$ cat config.mk
export PLATFORM = sky130hd
export DESIGN_NAME = vic_ctrl
export DESIGN_NICKNAME = d
export VERILOG_FILES = /design/src/rtl/vic_pkg.sv /design/src/rtl/vic_prio_pick.sv /design/src/rtl/vic_gie_reg.sv /design/src/rtl/vic_launch.sv /design/src/rtl/vic_ctrl.sv
export SDC_FILE = /design/constraint.sdc
export NUM_CORES = 1
export LEC_CHECK = 0
export BUFFER_PORTS_ARGS = -buffer_cell sky130_fd_sc_hd__buf_2
export CAP_MARGIN = 15
export CORE_MARGIN = 2
export CORE_UTILIZATION = 30
export CTS_BUF_LIST = sky130_fd_sc_hd__clkbuf_8
export CTS_CLUSTER_SIZE = 24
export DETAILED_ROUTE_END_ITERATION = 12
export PLACE_DENSITY_LB_ADDON = 0.08
export SLEW_MARGIN = 20
export SYNTH_ARGS = -nofsm -noshare
export SYNTH_HDL_FRONTEND = slang
export SYNTH_SLANG_ARGS = --single-unit
export TNS_END_PERCENT = 5
$ cat constraint.sdc
create_clock -name clk -period 2.43 [get_ports clk]
set_clock_uncertainty 0.2 [all_clocks]
set_input_delay 0.243 -clock clk [delete_from_list [all_inputs] [get_ports clk]]
set_output_delay 0.243 -clock clk [all_outputs]
set_load 0.05 [all_outputs]
$ cat src/rtl/vic_pkg.sv
// Package: shared names for the vectored interrupt controller.
// Assumes the default source order; the index of a source is its priority rank.
package vic_pkg;

    // Source ranks: lower value means higher priority and lower vector word.
    typedef enum logic [3:0] {
        SRC_EXT0      = 4'd0,
        SRC_PINCHG    = 4'd1,
        SRC_T1_CMPA   = 4'd2,
        SRC_T1_CMPB   = 4'd3,
        SRC_T1_OVF    = 4'd4,
        SRC_T0_OVF    = 4'd5,
        SRC_SER_START = 4'd6,
        SRC_SER_OVF   = 4'd7,
        SRC_NVM_READY = 4'd8,
        SRC_ACOMP     = 4'd9,
        SRC_ADC_DONE  = 4'd10
    } vic_src_e;

    localparam int unsigned VIC_RESET_WORD = 0;

endpackage

$ cat src/rtl/vic_prio_pick.sv
// Module: lowest-index-wins priority picker.
// Assumes NUM_SRC >= 2. Purely combinational: gives the index and the one-hot
// mask of the lowest set bit of req, plus a flag saying whether any bit is set.
module vic_prio_pick #(
    parameter int unsigned NUM_SRC = 11,
    localparam int unsigned IDX_W  = $clog2(NUM_SRC)
) (
    input  logic [NUM_SRC-1:0] req,
    output logic               any,
    output logic [IDX_W-1:0]   idx,
    output logic [NUM_SRC-1:0] onehot
);

    // Mask of requests below each position, built bit by bit.
    logic [NUM_SRC-1:0] below;

    genvar g;
    generate
        for (g = 0; g < NUM_SRC; g++) begin : g_mask
            if (g == 0) begin : g_first
                assign below[g]  = 1'b0;
            end else begin : g_rest
                assign below[g]  = below[g-1] | req[g-1];
            end
            assign onehot[g] = req[g] & ~below[g];
        end
    endgenerate

    // Any-request flag.
    assign any = |req;

    // Encode the winner's index; scanning downward leaves the lowest set bit.
    always_comb begin
        idx = '0;
        for (int i = NUM_SRC - 1; i >= 0; i--) begin
            if (req[i]) begin
                idx = IDX_W'(i);
            end
        end
    end

endmodule

$ cat src/rtl/vic_gie_reg.sv
// Module: global interrupt enable bit (status bit 7).
// Assumes accept can only be 1 while the bit is 1. Acceptance clears the bit
// and beats every command; a clear command beats set and return.
module vic_gie_reg (
    input  logic clk,
    input  logic rst_n,
    input  logic accept,
    input  logic set_cmd,
    input  logic clr_cmd,
    input  logic ret_strobe,
    output logic gie
);

    // Update the global enable from acceptance and core commands.
    always_ff @(posedge clk) begin
        if (!rst_n) begin
            gie <= 1'b0;
        end else if (accept) begin
            gie <= 1'b0;
        end else if (clr_cmd) begin
            gie <= 1'b0;
        end else if (set_cmd || ret_strobe) begin
            gie <= 1'b1;
        end
    end

endmodule

$ cat src/rtl/vic_launch.sv
// Module: registers the take pulse, the acknowledge and the vector word.
// Assumes win_onehot is one-hot whenever accept is 1. The vector resets to the
// reset word and only changes on an acceptance.
module vic_launch #(
    parameter int unsigned NUM_SRC  = 11,
    parameter int unsigned ADDR_W   = 12,
    parameter int unsigned VEC_BASE = 0,
    localparam int unsigned IDX_W   = $clog2(NUM_SRC)
) (
    input  logic               clk,
    input  logic               rst_n,
    input  logic               accept,
    input  logic [IDX_W-1:0]   win_idx,
    input  logic [NUM_SRC-1:0] win_onehot,
    output logic               take,
    output logic [NUM_SRC-1:0] ack,
    output logic [ADDR_W-1:0]  vector
);

    localparam logic [ADDR_W-1:0] RESET_VEC = ADDR_W'(VEC_BASE + vic_pkg::VIC_RESET_WORD);

    // Vector word of the current winner: base plus one word past reset.
    logic [ADDR_W-1:0] win_vec;
    assign win_vec = ADDR_W'(VEC_BASE) + ADDR_W'(win_idx) + ADDR_W'(1);

    // One-cycle take and acknowledge pulses.
    always_ff @(posedge clk) begin
        if (!rst_n) begin
            take <= 1'b0;
            ack  <= '0;
        end else begin
            take <= accept;
            ack  <= accept ? win_onehot : '0;
        end
    end

    // Latch the vector word on acceptance only.
    always_ff @(posedge clk) begin
        if (!rst_n) begin
            vector <= RESET_VEC;
        end else if (accept) begin
            vector <= win_vec;
        end
    end

endmodule

$ cat src/rtl/vic_ctrl.sv
// Module: fixed-priority vectored interrupt controller (top).
// Assumes sources hold their pending flag until acknowledged, and that the core
// raises core_busy whenever it cannot branch to a vector on the next cycle.
module vic_ctrl #(
    parameter int unsigned NUM_SRC  = 11,
    parameter int unsigned ADDR_W   = 12,
    parameter int unsigned VEC_BASE = 0
) (
    input  logic               clk,
    input  logic               rst_n,
    input  logic [NUM_SRC-1:0] src_pend,
    input  logic [NUM_SRC-1:0] src_en,
    input  logic               gie_set_cmd,
    input  logic               gie_clr_cmd,
    input  logic               ret_strobe,
    input  logic               core_busy,
    output logic               irq_take,
    output logic [ADDR_W-1:0]  irq_vector,
    output logic [NUM_SRC-1:0] src_ack,
    output logic               gie
);

    localparam int unsigned IDX_W = $clog2(NUM_SRC);

    logic [NUM_SRC-1:0] cand;
    logic               cand_any;
    logic [IDX_W-1:0]   cand_idx;
    logic [NUM_SRC-1:0] cand_onehot;
    logic               accept;

    // Eligible sources: pending, individually enabled and globally enabled.
    assign cand   = src_pend & src_en & {NUM_SRC{gie}};

    // Accept only between instructions.
    assign accept = cand_any & ~core_busy;

    vic_prio_pick #(
        .NUM_SRC (NUM_SRC)
    ) pick_i (
        .req    (cand),
        .any    (cand_any),
        .idx    (cand_idx),
        .onehot (cand_onehot)
    );

    vic_gie_reg gie_i (
        .clk        (clk),
        .rst_n      (rst_n),
        .accept     (accept),
        .set_cmd    (gie_set_cmd),
        .clr_cmd    (gie_clr_cmd),
        .ret_strobe (ret_strobe),
        .gie        (gie)
    );

    vic_launch #(
        .NUM_SRC  (NUM_SRC),
        .ADDR_W   (ADDR_W),
        .VEC_BASE (VEC_BASE)
    ) launch_i (
        .clk        (clk),
        .rst_n      (rst_n),
        .accept     (accept),
        .win_idx    (cand_idx),
        .win_onehot (cand_onehot),
        .take       (irq_take),
        .ack        (src_ack),
        .vector     (irq_vector)
    );

endmodule

# Word level (Yosys, flattened, before mapping)
# Cells that the tools add are included.
totals:
  ff_bits: 25
  input_bits: 28
  output_inout_bits: 25
  elab_cells: 54
classes:
  n_addsub: 1
  n_mux: 11
  n_bitwise: 34
  reduce_logical: 4
op_table:
  columns: ["op", "n"]
  rows:
  - ["$mux 4", 11]
  - ["$and 11x11->11", 2]
  - ["$not 1->1", 12]
  - ["$and 1x1->1", 11]
  - ["$reduce_or 11->1", 1]
  - ["$or 1x1->1", 9]
  - ["$add 4x1->5 const B", 1]
  - ["$reduce_or 3->1", 1]
  - ["$reduce_and 2->1", 1]
  - ["$logic_or 1x1->1", 1]

# Logic depth before layout (Yosys ltp)
depth:
  depth_word: 14
  mapped_depth: 8
  depth_no_buf: 8

# Hierarchy
# From an unflattened synthesis, not the netlist that was laid out.
unflattened:
  cells_unflattened: 104
  hier_area_um2: 952.2
by_module_without_submodules:
  columns: ["module", "n_inst", "cells_each", "area_per_inst_um2", "seq_area_each_um2"]
  rows:
  - ["vic_launch", 1, 55, 604.3, 340.3]
  - ["vic_prio_pick", 1, 33, 220.2, 0.0]
  - ["vic_ctrl", 1, 13, 87.6, 0.0]
  - ["vic_gie_reg", 1, 3, 40.0, 20.0]

# Worst setup path before layout
# OpenSTA, ideal clock, no wires.
synth_timing:
  path_type: "reg-to-reg"
  start: "register gie_i.gie"
  end: "register launch_i.vector[2]"
  setup_ps: 86
  arrival_time_ps: 2109
  t_required_ps: 2144
  setup_slack_ps: 35
  path_stages_with_launch: 9
  path_buffers: 0
  period_less_slack_ps: 2395
  cell_sequence: "dfxtp_1 > inv_1 > or4b_1 > a32oi_1 > a21oi_1 > nor2_1 > ha_1 > xnor2_1 > a211oi_1"
synth_between:
  elab_chain_len: 13
  word_cells_on_any_way: 15
  classes_between: "add/sub (1); mux (11); bitwise (2); reduce/logical (1)"
synth_lines:
  columns: ["item", "line_no", "rtl"]
  rows:
  - ["from (decl)", "vic_gie_reg.sv:11", "output logic gie"]
  - ["from (signal assigned)", "vic_gie_reg.sv:17", "gie <= 1'b0;"]
  - ["from (signal assigned)", "vic_gie_reg.sv:19", "gie <= 1'b0;"]
  - ["from (signal assigned)", "vic_gie_reg.sv:21", "gie <= 1'b0;"]
  - ["$and 11x11->11 (*)", "vic_ctrl.sv:32", "assign cand = src_pend & src_en & {NUM_SRC{gie}};"]
  - ["$mux 4 (11 in series)", "vic_prio_pick.sv:36", "if (req[i]) begin"]
  - ["$add 4x1->5", "vic_launch.sv:24", "assign win_vec = ADDR_W'(VEC_BASE) + ADDR_W'(win_idx) + ADDR_W'(1);"]
  - ["to (signal assigned)", "vic_launch.sv:42", "vector <= win_vec;"]
  - ["to (decl)", "vic_launch.sv:17", "output logic [ADDR_W-1:0] vector"]
# Mark *: on every way between the ends. The rest lies on a longest branch, timed or not.
# A chain may end at the register's enable or synchronous reset.

# Final worst setup path
# Same ends and word-level chain as after synthesis.

==> flow_metrics.env <==
export IMPL_route_vias_total=837
export IMPL_power_frac_seq_pct=43.4
export IMPL_fraction_of_final_layout_cells_sized_beyond_drive_strength_1_pct=39.7
export IMPL_post_synthesis_cell_area_um2=853
export IMPL_critical_path_top_delay_family="simple AND/OR/NAND/NOR gates"
export IMPL_critPathArrivalTime_ps=2050
export IMPL_first_global_vias=793
export IMPL_route_antenna_remaining_nets=0
export IMPL_cp_slowest_stage_delay_ps=560
export IMPL_final_core_util_pct=42.2
export IMPL_switching_fraction_pct=29.6
export IMPL_grt_busiest_layer="met2"
export IMPL_cap_viol_max_count=0
export IMPL_seqCellArea_um2=360
export IMPL_netlist_cell_type_count=33
export IMPL_synth_yosys_warnings=0
export IMPL_multi_input_logic_area_um2=447
export IMPL_final_estimated_routing_congestion_in_global_placement=0.734
export IMPL_ff2ff_path_depth=8
export IMPL_cts_resized=0
export IMPL_worstSkewPairLatency_ps=250
export IMPL_crit_path_cell_trace="inv_1 > or4b_1 > a32oi_1 > a21oi_1 > nor2_1 > ha_1 > xnor2_1 > a211oi_1"
export IMPL_crit_path_end_kind="register"
export IMPL_drt_initial_drc_count=12
export IMPL_ys_top_cells_by_area="dfxtp_1 (42%), nand2_1 (6.6%), buf_4 (6.2%), nand3_1 (4.1%), nor3_1 (3.5%)"
export IMPL_synth_seq_area_share_pct=42.2
export IMPL_p_leak_nw=0.568
export IMPL_synth_edf_count=0
export IMPL_synth_area_leader_cell="dfxtp_1"
export IMPL_crit_reg2reg_launch="gie_i.gie"
export IMPL_async_flop_share_pct=0
export IMPL_rows=19
export IMPL_finish_instance_area_um2=1150
export IMPL_postSynthAreaPerCell_um2=8.80
export IMPL_critical_path_buf_inv_count=1
export IMPL_timing_fmax_mhz=480
export IMPL_min_delay_start="src_en[4]"
export IMPL_report_final_slew_viol_count=0
export IMPL_cts_htree_levels=1
export IMPL_p_sw_w=0.000210
export IMPL_worstPathMaxFanout=5
export IMPL_groute_layer_met2_usage_pct=22.0
export IMPL_regToRegSetupSlack_ps=350
export IMPL_period_minus_slack_ps=2080
export IMPL_drt_wirelength_per_cell_um=11.2
export IMPL_io_buffers=45
export IMPL_timing_hold_worst_endpoint="launch_i.ack[4]"
export IMPL_placement_setup_worst_slack_ps=280
export IMPL_worst_r2r_endpoint="launch_i.vector[2]"
export IMPL_globalRoute_totalOverflow=0
export IMPL_final_hold_violation_count=0
export IMPL_layout_nets=176
export IMPL_timing_hold_worst_class="primary input to register"
export IMPL_run_status="finished, final reports clean"
export IMPL_p_per_area_nw_per_um2=614
export IMPL_die_w_um=57.3
export IMPL_timing_final_setup_violations=0
export IMPL_post_route_period_util_pct=85.7
export IMPL_global_route_wire_length_before_repair_um=3440
export IMPL_drt_pre_antenna_iters=4
export IMPL_synthFlopType="dfxtp_1"
export IMPL_drc=0
export IMPL_placement_cell_area_um2=1090
export IMPL_critical_path_class="register to register"
export IMPL_root_buffer="clkbuf_8"
export IMPL_die_ar_um2=3290
export IMPL_worst_ep_required_time_ps=2400
export IMPL_io_pins=53
export IMPL_fin_ws_ps=347
export IMPL_design_core_area_um2=2730
export IMPL_dpl_hpwl_um=1650
export IMPL_met1_track_usage_gr_pct=16.9
export IMPL_wl_um=1990
export IMPL_share_comb_of_total_power_pct=22.9
export IMPL_antennaDiodeCount=0
export IMPL_layout_area_overhead_vs_synth_pct=35.3
export IMPL_pwr_share_clk_pct=33.7
export IMPL_n_fill_cell=291
export IMPL_fin_tns_setup_ps=0
export IMPL_cp_start_kind="register"
export IMPL_max_vdd_ir_drop_mv=0.270
export IMPL_grt_usage_pct=13.3
export IMPL_synth_seq_cells=18
export IMPL_internal_power_w=0.000499
export IMPL_rsz_0062_raised_after_global_routing="false"
export IMPL_tritoncts_clock_tree="built"
export IMPL_cp_slowest_cell="or4b_1"
export IMPL_numClockSinks=18
export IMPL_cts_reportedPaths_clkPinSlew_ps=70
export IMPL_proportion_of_netlist_area_held_by_the_largest_area_contributor_pct=42.2
export IMPL_floorplan_die_height_um=57.3
export IMPL_effective_utilization_at_floorplan_pct=31.2
export IMPL_antenna_found_initial=0
export IMPL_route_detailed_vias_per_inst=4.73
export IMPL_grt_met3_usage_pct=3.17
export IMPL_cts_buffers_inserted=3
export IMPL_timing_hold_worst_path_depth=3
export IMPL_cts_path_max_buffers=2
export IMPL_synthesis_instances=97
export IMPL_grt_max_degree=14
[worst min-delay path, cell delays in order]
cell	delay (ps)
buf_2	120
nand2_1	70
nor2_1	40
[how the worst max path moves through the flow]
stage                           start                  to  slack [ps]  depth (start not counted)
after global routing        gie_i.gie  launch_i.vector[2]         180                          8
after floorplan             gie_i.gie  launch_i.vector[2]          40                          8
after detailed placement  src_pend[9]  launch_i.vector[2]         280                          9
final                       gie_i.gie  launch_i.vector[2]         350                          8
after global placement    src_pend[9]  launch_i.vector[2]         300                          9
after CTS                   gie_i.gie  launch_i.vector[2]         340                          8
[cell usage in the layout (no fill, tap or decap), types with 3 or more instances in the layout]
cell	n
dfxtp_1	18
nor2_1	7
nor3b_1	3
nand3_1	7
nand2_1	15
conb_1	7
and3_1	3
a21oi_1	3
buf_2	45
clkbuf_8	4
nor3_1	6
a31o_2	3
[logic make-up after synthesis]
kind of cell	synth area share, %
compound gates	18.8
other cells	0.439
fa+ha+maj	1.47
simple gates	28.0
flops	42.2
buf+inv	8.06
xor+xnor	1.03
[Yosys cell counts (all sizes together), types with 2 or more instances]
| library cell | n |
|---|---|
| nand2 | 16 |
| a31oi | 2 |
| a21oi | 3 |
| and3 | 3 |
| nand3 | 7 |
| a31o | 4 |
| inv | 3 |
| buf | 8 |
| nor3 | 6 |
| nor3b | 3 |
| a211oi | 3 |
| nor2 | 7 |
| dfxtp | 18 |
[power groups by stage]
| stage | Sequential (W) | Combinational, W | Clock (W) |
|---|---|---|---|
| after detailed placement | 0.000314 | 0.000161 | 0 |
| after floorplan | 0.000346 | 0.0000900 | 0 |
| after global routing | 0.000308 | 0.000177 | 0.000260 |
| after CTS | 0.000307 | 0.000163 | 0.000251 |
| after global placement | 0.000314 | 0.000161 | 0 |
| final | 0.000307 | 0.000162 | 0.000239 |
[state kept, by name (all words and copies together) (netlist names)]
name / flops
launch_i.ack: 11
gie_i.gie: 1
launch_i.vector: 5
launch_i.take: 1
[what timing repair did]
item                      in CTS  in global routing
hold endpoints to repair       1                  0
setup buffers                  0                  0
hold buffers                   1                  0
[through the flow]
| stage | std cells | hold slack, ps | total power, W |
|---|---|---|---|
| after floorplan | 103 | 122 | 0.000436 |
| after global placement | 172 | 214 | 0.000475 |
| after detailed placement | 172 | 212 | 0.000475 |
| after CTS | 177 | 59.2 | 0.000722 |
| after global routing | 177 | 80.2 | 0.000745 |
| final | 177 | 64.9 | 0.000709 |
[layer usage]
| metal | vias to the layer above | part of all wire (%) |
|---|---|---|
| li1 | 436 | - |
| met1 | 374 | 45 |
| met2 | 25 | 48 |
| met3 | 2 | 6.2 |
| met4 | 0 | 0.76 |
| met5 | - | 0 |
[cell type report]
type / instances / area share [%]
inverter: 3 / 0.975
multi-input combinational: 74 / 38.7
tap: 31 / 3.36
timing repair buffer: 47 / 21.0
sequential: 18 / 31.2
clock buffer: 4 / 4.77
No activity file was read; power rests on OpenSTA's default activity.
